### src/rtl/faultPkg.sv
package faultPkg;
  // bit positions in flag byte 1
  localparam int F1_TX      = 7;
  localparam int F1_OSHORT  = 6;
  localparam int F1_L1SHORT = 5;
  localparam int F1_L2SHORT = 4;
  localparam int F1_CURLIM  = 3;
  localparam int F1_TSD     = 2;
  localparam int F1_UVLO    = 1;
  localparam int F1_TMO     = 0;
  // bit positions in the live part of flag byte 2
  localparam int F2_NSHORT  = 4;
  localparam int F2_NOPEN   = 3;
  localparam int F2_IVFM    = 2;
  localparam int F2_OVP     = 1;
  localparam int F2_TEMP    = 0;

  localparam int F2_LIVE = 5;

  // flags that hold the driver in standby
  localparam logic [7:0]         F1_STANDBY = 8'b0111_0110;
  localparam logic [F2_LIVE-1:0] F2_STANDBY = 5'b1_1011;

  typedef struct packed {
    logic [7:0]         setF1;
    logic [F2_LIVE-1:0] setF2;
    logic               rdF1;
    logic               rdF2;
    logic               wipe;
  } flagStrobes_t;
endpackage

### src/rtl/deglitchTimer.sv
module deglitchTimer #(
  parameter int Ticks = 256
) (
  input  logic clk,
  input  logic rstN,
  input  logic wipe,
  input  logic qual,
  input  logic tick,
  output logic fire
);
  localparam int CW = $clog2(Ticks + 1);
  localparam logic [CW-1:0] LAST = CW'(Ticks - 1);

  logic [CW-1:0] cnt;

  always_ff @(posedge clk or negedge rstN) begin
    if (!rstN)
      cnt <= '0;
    else if (wipe || !qual)
      cnt <= '0;
    else if (tick && cnt != LAST)
      cnt <= cnt + CW'(1);
  end

  // saturates at LAST, so a held fault keeps re-asserting on each tick
  assign fire = qual && tick && !wipe && (cnt == LAST);
endmodule

### src/rtl/risingEdgeCounter.sv
module risingEdgeCounter #(
  parameter int Edges = 3
) (
  input  logic clk,
  input  logic rstN,
  input  logic zero,
  input  logic sig,
  output logic fire
);
  localparam int CW = $clog2(Edges + 1);
  localparam logic [CW-1:0] LAST = CW'(Edges - 1);

  logic          sigPrev;
  logic [CW-1:0] cnt;
  logic          rise;

  assign rise = sig && !sigPrev;
  assign fire = rise && !zero && (cnt == LAST);

  always_ff @(posedge clk or negedge rstN) begin
    if (!rstN) begin
      sigPrev <= 1'b0;
      cnt     <= '0;
    end else begin
      sigPrev <= sig;
      if (zero || fire)
        cnt <= '0;
      else if (rise)
        cnt <= cnt + CW'(1);
    end
  end
endmodule

### src/rtl/faultDetectCtl.sv
module faultDetectCtl
  import faultPkg::*;
#(
  parameter int LedShortTicks = 256,
  parameter int OutShortTicks = 2048,
  parameter int OvpEdges      = 3
) (
  input  logic         clk,
  input  logic         rstN,
  input  logic         swReset,
  input  logic         usTick,
  input  logic         driverActive,
  input  logic         ledShortEn,
  input  logic         ntcShortEn,
  input  logic         ntcOpenEn,
  input  logic         txEvt,
  input  logic         outShortDet,
  input  logic         led1ShortDet,
  input  logic         led2ShortDet,
  input  logic         curLimDet,
  input  logic         tsdDet,
  input  logic         uvloDet,
  input  logic         flashTimeoutEvt,
  input  logic         ntcShortDet,
  input  logic         ntcOpenDet,
  input  logic         ivfmTripDet,
  input  logic         ovpDet,
  input  logic         tempTripDet,
  input  logic         rdFlags1,
  input  logic         rdFlags2,
  output flagStrobes_t strobes
);
  localparam int NSHORT = 3;

  logic [NSHORT-1:0] shortQual;
  logic [NSHORT-1:0] shortFire;
  logic              ovpFire;
  logic              ovpZero;

  // index 0: output short, 1: LED1 short, 2: LED2 short
  assign shortQual[0] = outShortDet  && driverActive;
  assign shortQual[1] = led1ShortDet && driverActive && ledShortEn;
  assign shortQual[2] = led2ShortDet && driverActive && ledShortEn;

  for (genvar g = 0; g < NSHORT; g++) begin : gShort
    localparam int T = (g == 0) ? OutShortTicks : LedShortTicks;
    deglitchTimer #(.Ticks(T)) uDeglitch (
      .clk  (clk),
      .rstN (rstN),
      .wipe (swReset),
      .qual (shortQual[g]),
      .tick (usTick),
      .fire (shortFire[g])
    );
  end

  assign ovpZero = !driverActive || rdFlags1 || rdFlags2 || swReset;

  risingEdgeCounter #(.Edges(OvpEdges)) uOvpEdges (
    .clk  (clk),
    .rstN (rstN),
    .zero (ovpZero),
    .sig  (ovpDet),
    .fire (ovpFire)
  );

  always_comb begin
    strobes = '0;
    strobes.setF1[F1_TX]      = txEvt;
    strobes.setF1[F1_OSHORT]  = shortFire[0];
    strobes.setF1[F1_L1SHORT] = shortFire[1];
    strobes.setF1[F1_L2SHORT] = shortFire[2];
    strobes.setF1[F1_CURLIM]  = curLimDet;
    strobes.setF1[F1_TSD]     = tsdDet;
    strobes.setF1[F1_UVLO]    = uvloDet;
    strobes.setF1[F1_TMO]     = flashTimeoutEvt;
    strobes.setF2[F2_NSHORT]  = ntcShortDet && ntcShortEn;
    strobes.setF2[F2_NOPEN]   = ntcOpenDet && ntcOpenEn;
    strobes.setF2[F2_IVFM]    = ivfmTripDet;
    strobes.setF2[F2_OVP]     = ovpFire;
    strobes.setF2[F2_TEMP]    = tempTripDet;
    strobes.rdF1              = rdFlags1;
    strobes.rdF2              = rdFlags2;
    strobes.wipe              = swReset;
  end
endmodule

### src/rtl/flagDatapath.sv
module flagDatapath
  import faultPkg::*;
(
  input  logic         clk,
  input  logic         rstN,
  input  flagStrobes_t strobes,
  output logic [7:0]   flags1,
  output logic [7:0]   flags2,
  output logic         clearMode
);
  logic [7:0]         f1Q;
  logic [F2_LIVE-1:0] f2Q;

  // swReset beats everything; a set beats a read in the same cycle
  always_ff @(posedge clk or negedge rstN) begin
    if (!rstN) begin
      f1Q <= '0;
      f2Q <= '0;
    end else if (strobes.wipe) begin
      f1Q <= '0;
      f2Q <= '0;
    end else begin
      f1Q <= (strobes.rdF1 ? 8'h00 : f1Q) | strobes.setF1;
      f2Q <= (strobes.rdF2 ? '0 : f2Q) | strobes.setF2;
    end
  end

  assign flags1    = f1Q;
  assign flags2    = {{(8-F2_LIVE){1'b0}}, f2Q};
  assign clearMode = |(f1Q & F1_STANDBY) || |(f2Q & F2_STANDBY);
endmodule

### src/rtl/faultSupervisor.sv
module faultSupervisor
  import faultPkg::*;
#(
  parameter int LedShortTicks = 256,
  parameter int OutShortTicks = 2048,
  parameter int OvpEdges      = 3
) (
  input  logic       clk,
  input  logic       rstN,
  input  logic       swReset,
  input  logic       usTick,
  input  logic       driverActive,
  input  logic       ledShortEn,
  input  logic       ntcShortEn,
  input  logic       ntcOpenEn,
  input  logic       txEvt,
  input  logic       outShortDet,
  input  logic       led1ShortDet,
  input  logic       led2ShortDet,
  input  logic       curLimDet,
  input  logic       tsdDet,
  input  logic       uvloDet,
  input  logic       flashTimeoutEvt,
  input  logic       ntcShortDet,
  input  logic       ntcOpenDet,
  input  logic       ivfmTripDet,
  input  logic       ovpDet,
  input  logic       tempTripDet,
  input  logic       rdFlags1,
  input  logic       rdFlags2,
  output logic [7:0] flags1,
  output logic [7:0] flags2,
  output logic       clearMode
);
  flagStrobes_t strobes;

  faultDetectCtl #(
    .LedShortTicks (LedShortTicks),
    .OutShortTicks (OutShortTicks),
    .OvpEdges      (OvpEdges)
  ) uCtl (
    .clk             (clk),
    .rstN            (rstN),
    .swReset         (swReset),
    .usTick          (usTick),
    .driverActive    (driverActive),
    .ledShortEn      (ledShortEn),
    .ntcShortEn      (ntcShortEn),
    .ntcOpenEn       (ntcOpenEn),
    .txEvt           (txEvt),
    .outShortDet     (outShortDet),
    .led1ShortDet    (led1ShortDet),
    .led2ShortDet    (led2ShortDet),
    .curLimDet       (curLimDet),
    .tsdDet          (tsdDet),
    .uvloDet         (uvloDet),
    .flashTimeoutEvt (flashTimeoutEvt),
    .ntcShortDet     (ntcShortDet),
    .ntcOpenDet      (ntcOpenDet),
    .ivfmTripDet     (ivfmTripDet),
    .ovpDet          (ovpDet),
    .tempTripDet     (tempTripDet),
    .rdFlags1        (rdFlags1),
    .rdFlags2        (rdFlags2),
    .strobes         (strobes)
  );

  flagDatapath uDp (
    .clk       (clk),
    .rstN      (rstN),
    .strobes   (strobes),
    .flags1    (flags1),
    .flags2    (flags2),
    .clearMode (clearMode)
  );
endmodule

### config.mk
export PLATFORM = sky130hd
export DESIGN_NAME = faultSupervisor
export DESIGN_NICKNAME = d
export VERILOG_FILES = /design/src/rtl/faultPkg.sv /design/src/rtl/deglitchTimer.sv /design/src/rtl/risingEdgeCounter.sv /design/src/rtl/faultDetectCtl.sv /design/src/rtl/flagDatapath.sv /design/src/rtl/faultSupervisor.sv
export SDC_FILE = /design/constraint.sdc
export NUM_CORES = 1
export LEC_CHECK = 0
export ABC_AREA = 1
export ABC_CLOCK_PERIOD_IN_PS = 2000
export CAP_MARGIN = 20
export CORE_ASPECT_RATIO = 0.5
export CORE_MARGIN = 10
export CORE_UTILIZATION = 40
export CTS_CLUSTER_DIAMETER = 150
export DETAILED_ROUTE_END_ITERATION = 6
export PLACE_DENSITY_LB_ADDON = 0.1
export SLEW_MARGIN = 0
export SYNTH_ARGS = -nofsm -noshare
export SYNTH_HDL_FRONTEND = slang
export SYNTH_SLANG_ARGS = --single-unit
### constraint.sdc
create_clock -name clk -period 2 [get_ports clk]
set_clock_uncertainty 0.1 [all_clocks]
set_input_delay 0.2 -clock clk [delete_from_list [all_inputs] [get_ports clk]]
set_output_delay 0.2 -clock clk [all_outputs]
set_load 0.01 [all_outputs]
==> implementation parameters <==
Parameter                              Value

Critical path
  Internal reg-to-reg setup slack    0.09 ns
  CP Capture Type    output pin
  Crit path DAT    1.61 ns
  Delay of the slowest cell on the worst path    0.51 ns
  Cell with the biggest individual delay on the critical path    sky130_fd_sc_hd__clkdlybuf4s50_1
  Worst-path fanout max    3
  Cell type group with the largest total delay on the critical path    buffers and inverters
  Capture point of the critical path    clearMode
  Startpoint of the lowest-slack register-to-register path    uCtl.gShort[2].uDeglitch.cnt[0]
  Worst Path Buf+Inv    1
  Critical Setup Path Class    reg -> out
  Critical path launch point    uDp.flags1[2]
  Worst path required time    1.70 ns
  Cells on worst reg2reg path    12
  Number of logic stages on the critical path including buffering    3
  Cell chain of the critical path    nor4_1 -> nand3_1 -> clkdlybuf4s50_1
  Kind of start point of the critical path    register
  Terminus of the critical flop-to-flop path    uCtl.gShort[2].uDeglitch.cnt[6]

Global routing
  First-pass GRT wire length    10100 um
  Total track usage    13.0%
  Pin count of the biggest net entering global routing    20
  Global routing's busiest layer    met2
  Antenna violations before repair    0
  Met1 routing resource usage after global routing    15.8%
  Met2 usage    22.0%
  Routing usage on met3    4.06%
  Vias in the first global route    2141
  Sum of overflow across all layers after global routing    0

Cells and area
  Final Instance Count excl. Fillers    451
  Fraction of final layout cells sized beyond drive strength 1    12.2%
  Fraction of the core area covered by cells at the end of the flow    55.9%
  Number of inserted filler cells in the final layout    563
  Final Net Count    406
  Final antenna diode count    0
  Layout-stage area growth over the synthesis result    30.5%

Placed design
  Number of instances in the placed design    437
  Dpl hpwl    4610 um
  Final estimated routing congestion in global placement    0.813
  Number of port buffers    36

Die
  I/O pin cnt    40
  Die boundary height    75.3 um
  Starting utilization of the core area    42.8%
  Number of core rows    19
  Floorplan die width    131 um
  Area of the die    9820 sq um
  Placeable core region    5710 sq um

Timing
  Final number of max-transition violations    0
  Smallest hold slack    0.239 ns
  Minimum clock period    1.91 ns
  Achievable Freq    523 MHz
  Setup tns final    0 ns
  Setup-failing EPs final    0
  Crit share post-route    95.7%
  Number of hold violations in the final report    0

Pwr
  Maximum resistive drop on vdd    0.000375 V
  Leakage component of the power    1.45 nW
  Power density relative to cell area    626 nW/um^2
  Overall power after layout    2.00 mW

Clock tree
  Clock root buffer    sky130_fd_sc_hd__clkbuf_16
  Number of buffers between clock root and the deepest sink    2
  Total clock buffers created by CTS    5
  CTS H-tree depth    2
  TritonCTS clock tree    yes
  Clock-pin slew on the worst setup and hold paths    0.06 ns
  Number of sinks on the clock net    46
  Later-pin clock latency in the skew report    0.29 ns

Routing
  Routed Antenna Nets    0
  Iteration-0 DRC count of the detailed router    128
  Mean routed wirelength per cell    13.4 um
  DRC errors left    0
  Total via count after detailed routing    2215
  DRT Wirelength    6030 um
  DR vias/cell    4.91
  Pre-Repair DR Iteration Count    4

Synthesis
  Flop and latch count out of synthesis    46
  Post-synth design cell area    2440 sq um
  Number of enable flip-flop cells after synthesis    0
  Most frequent cells after synthesis    80 x sky130_fd_sc_hd__nand2_1, 46 x sky130_fd_sc_hd__dfrtp_1, 41 x sky130_fd_sc_hd__nor2_1, 36 x sky130_fd_sc_hd__nand3_1, 34 x sky130_fd_sc_hd__inv_1
  Gate count after technology mapping    317
  Largest area contributor in the netlist    sky130_fd_sc_hd__dfrtp_1
  Most frequently used cell type in the post-synthesis netlist    sky130_fd_sc_hd__nand2_1
  Synthesized area divided by synthesized cell count    7.71 sq um
  Yosys synthesis warning count    0
  Async set-or-reset flop fraction in the synthesized netlist    100%
  Dominant cells by area after synthesis    sky130_fd_sc_hd__dfrtp_1 47%, sky130_fd_sc_hd__nand2_1 12%, sky130_fd_sc_hd__nand3_1 7.4%
  Flip-flop cell with the highest count after synthesis    sky130_fd_sc_hd__dfrtp_1
  Post-synthesis sequential area ratio    47.1%
  Count of unique library cells instantiated by Yosys    29
  Post-synth top area share    47.1%

Job
  Total of max-cap violations    0

Hold path
  Hold WC Path Type    in -> async

Run status
  Status    completed
## stage by stage
| step | setup slack [ns] | area, sq um |
|---|---|---|
| 2_1_floorplan | 0.156 | 2450 |
| 6_report | 0.0863 | 3190 |
| 3_5_place_dp | -0.0545 | 2970 |
| 4_1_cts | 0.0557 | 3130 |
| 3_3_place_gp | 0.0369 | 2970 |
| 5_1_grt | -0.0449 | 3190 |
## sequential cells by signal, indices dropped and copies added, names as in the netlist
| name | count |
|---|---|
| uDp.f2Q | 5 |
| uDp.flags1 | 8 |
| uCtl.gShort.uDeglitch.cnt | 30 |
| uCtl.uOvpEdges.cnt | 2 |
| uCtl.uOvpEdges.sigPrev | 1 |
## area by class of cell
cell class,count,area (sq um),area share [%]
flip-flops and latches,46,1150,36.1
clock buffers,7,143,4.47
well taps,73,91.3,2.86
clock inverters,1,5.00,0.157
multi-input cells,228,1130,35.5
repair buffers,58,523,16.4
inverters,38,143,4.47
## layer usage
metal / part of all wire, % / vias up
li1: - / 1134
met1: 46 / 1054
met2: 49 / 17
met3: 3.1 / 10
met4: 1.5 / 0
met5: 0 / -
## placed cells by master, fill, tap and decap left out
cell type and instances:
sky130_fd_sc_hd__ha_2 2, sky130_fd_sc_hd__clkdlybuf4s50_1 35, sky130_fd_sc_hd__nor2_4 3, sky130_fd_sc_hd__o22ai_1 1
sky130_fd_sc_hd__inv_2 4, sky130_fd_sc_hd__conb_1 3, sky130_fd_sc_hd__xnor2_1 2, sky130_fd_sc_hd__a32o_1 2
sky130_fd_sc_hd__buf_4 21, sky130_fd_sc_hd__dlygate4sd3_1 1, sky130_fd_sc_hd__xor2_1 4, sky130_fd_sc_hd__clkinv_1 1
sky130_fd_sc_hd__a21o_1 1, sky130_fd_sc_hd__ha_1 4, sky130_fd_sc_hd__o21ai_1 3, sky130_fd_sc_hd__nand2_2 1
sky130_fd_sc_hd__inv_1 33, sky130_fd_sc_hd__nand2_4 1, sky130_fd_sc_hd__nor2_2 5, sky130_fd_sc_hd__nand3_1 36
sky130_fd_sc_hd__o31ai_1 1, sky130_fd_sc_hd__buf_2 1, sky130_fd_sc_hd__clkinv_2 1, sky130_fd_sc_hd__clkbuf_8 1
sky130_fd_sc_hd__nor4_1 1, sky130_fd_sc_hd__clkbuf_16 5, sky130_fd_sc_hd__or2_1 1, sky130_fd_sc_hd__or2_4 1
sky130_fd_sc_hd__nand3b_1 2, sky130_fd_sc_hd__o21ai_0 7, sky130_fd_sc_hd__a22o_1 1, sky130_fd_sc_hd__a21oi_1 18
sky130_fd_sc_hd__nand2_1 79, sky130_fd_sc_hd__nor2_1 39, sky130_fd_sc_hd__dfrtp_1 46, sky130_fd_sc_hd__clkbuf_1 1
sky130_fd_sc_hd__nand4_1 5, sky130_fd_sc_hd__nor3_1 5
## power by group
part | switching [mW] | leakage, nW | internal, mW
registers | 0.00936 | 0.630 | 0.945
logic | 0.0965 | 0.750 | 0.0965
clock network | 0.353 | 0.0739 | 0.496
total | 0.459 | 1.45 | 1.54
## cell families (layout without fill, tap and decap cells)
family	count (synthesis)	in the layout	synth area share (%)
flip-flops	46	46	47.1
other	1	3	0.153
AND/OR/NAND/NOR	179	179	32.1
XOR/XNOR	6	6	2.15
buffers and inverters	45	104	7.68
adder cells (fa/ha/maj)	6	6	3.07
AO/OA/AOI/OAI	34	34	7.78
## how the worst min path moves through the flow
stage          from                         endpoint  slack, ns  cells after the start
6_report       rstN  uCtl.gShort[2].uDeglitch.cnt[6]       0.24                      2
4_1_cts        rstN  uCtl.gShort[2].uDeglitch.cnt[6]       0.25                      2
5_1_grt        rstN  uCtl.gShort[2].uDeglitch.cnt[6]       0.27                      2
3_5_place_dp   rstN  uCtl.gShort[2].uDeglitch.cnt[6]       0.03                      1
3_3_place_gp   rstN  uCtl.gShort[2].uDeglitch.cnt[6]       0.02                      1
2_1_floorplan  rstN  uCtl.gShort[0].uDeglitch.cnt[0]      -0.20                      0
## repair_timing
| action | 4_1_cts | 5_1_grt |
|---|---|---|
| endpoints found under the setup margin | 7 | 16 |
| endpoints found under the hold margin | 13 | 0 |
| pin swaps | 0 | 2 |
| resized for setup | 1 | 7 |
| hold buffers | 1 | 0 |
| setup buffers | 0 | 5 |
(Power assumes the default switching activity.)
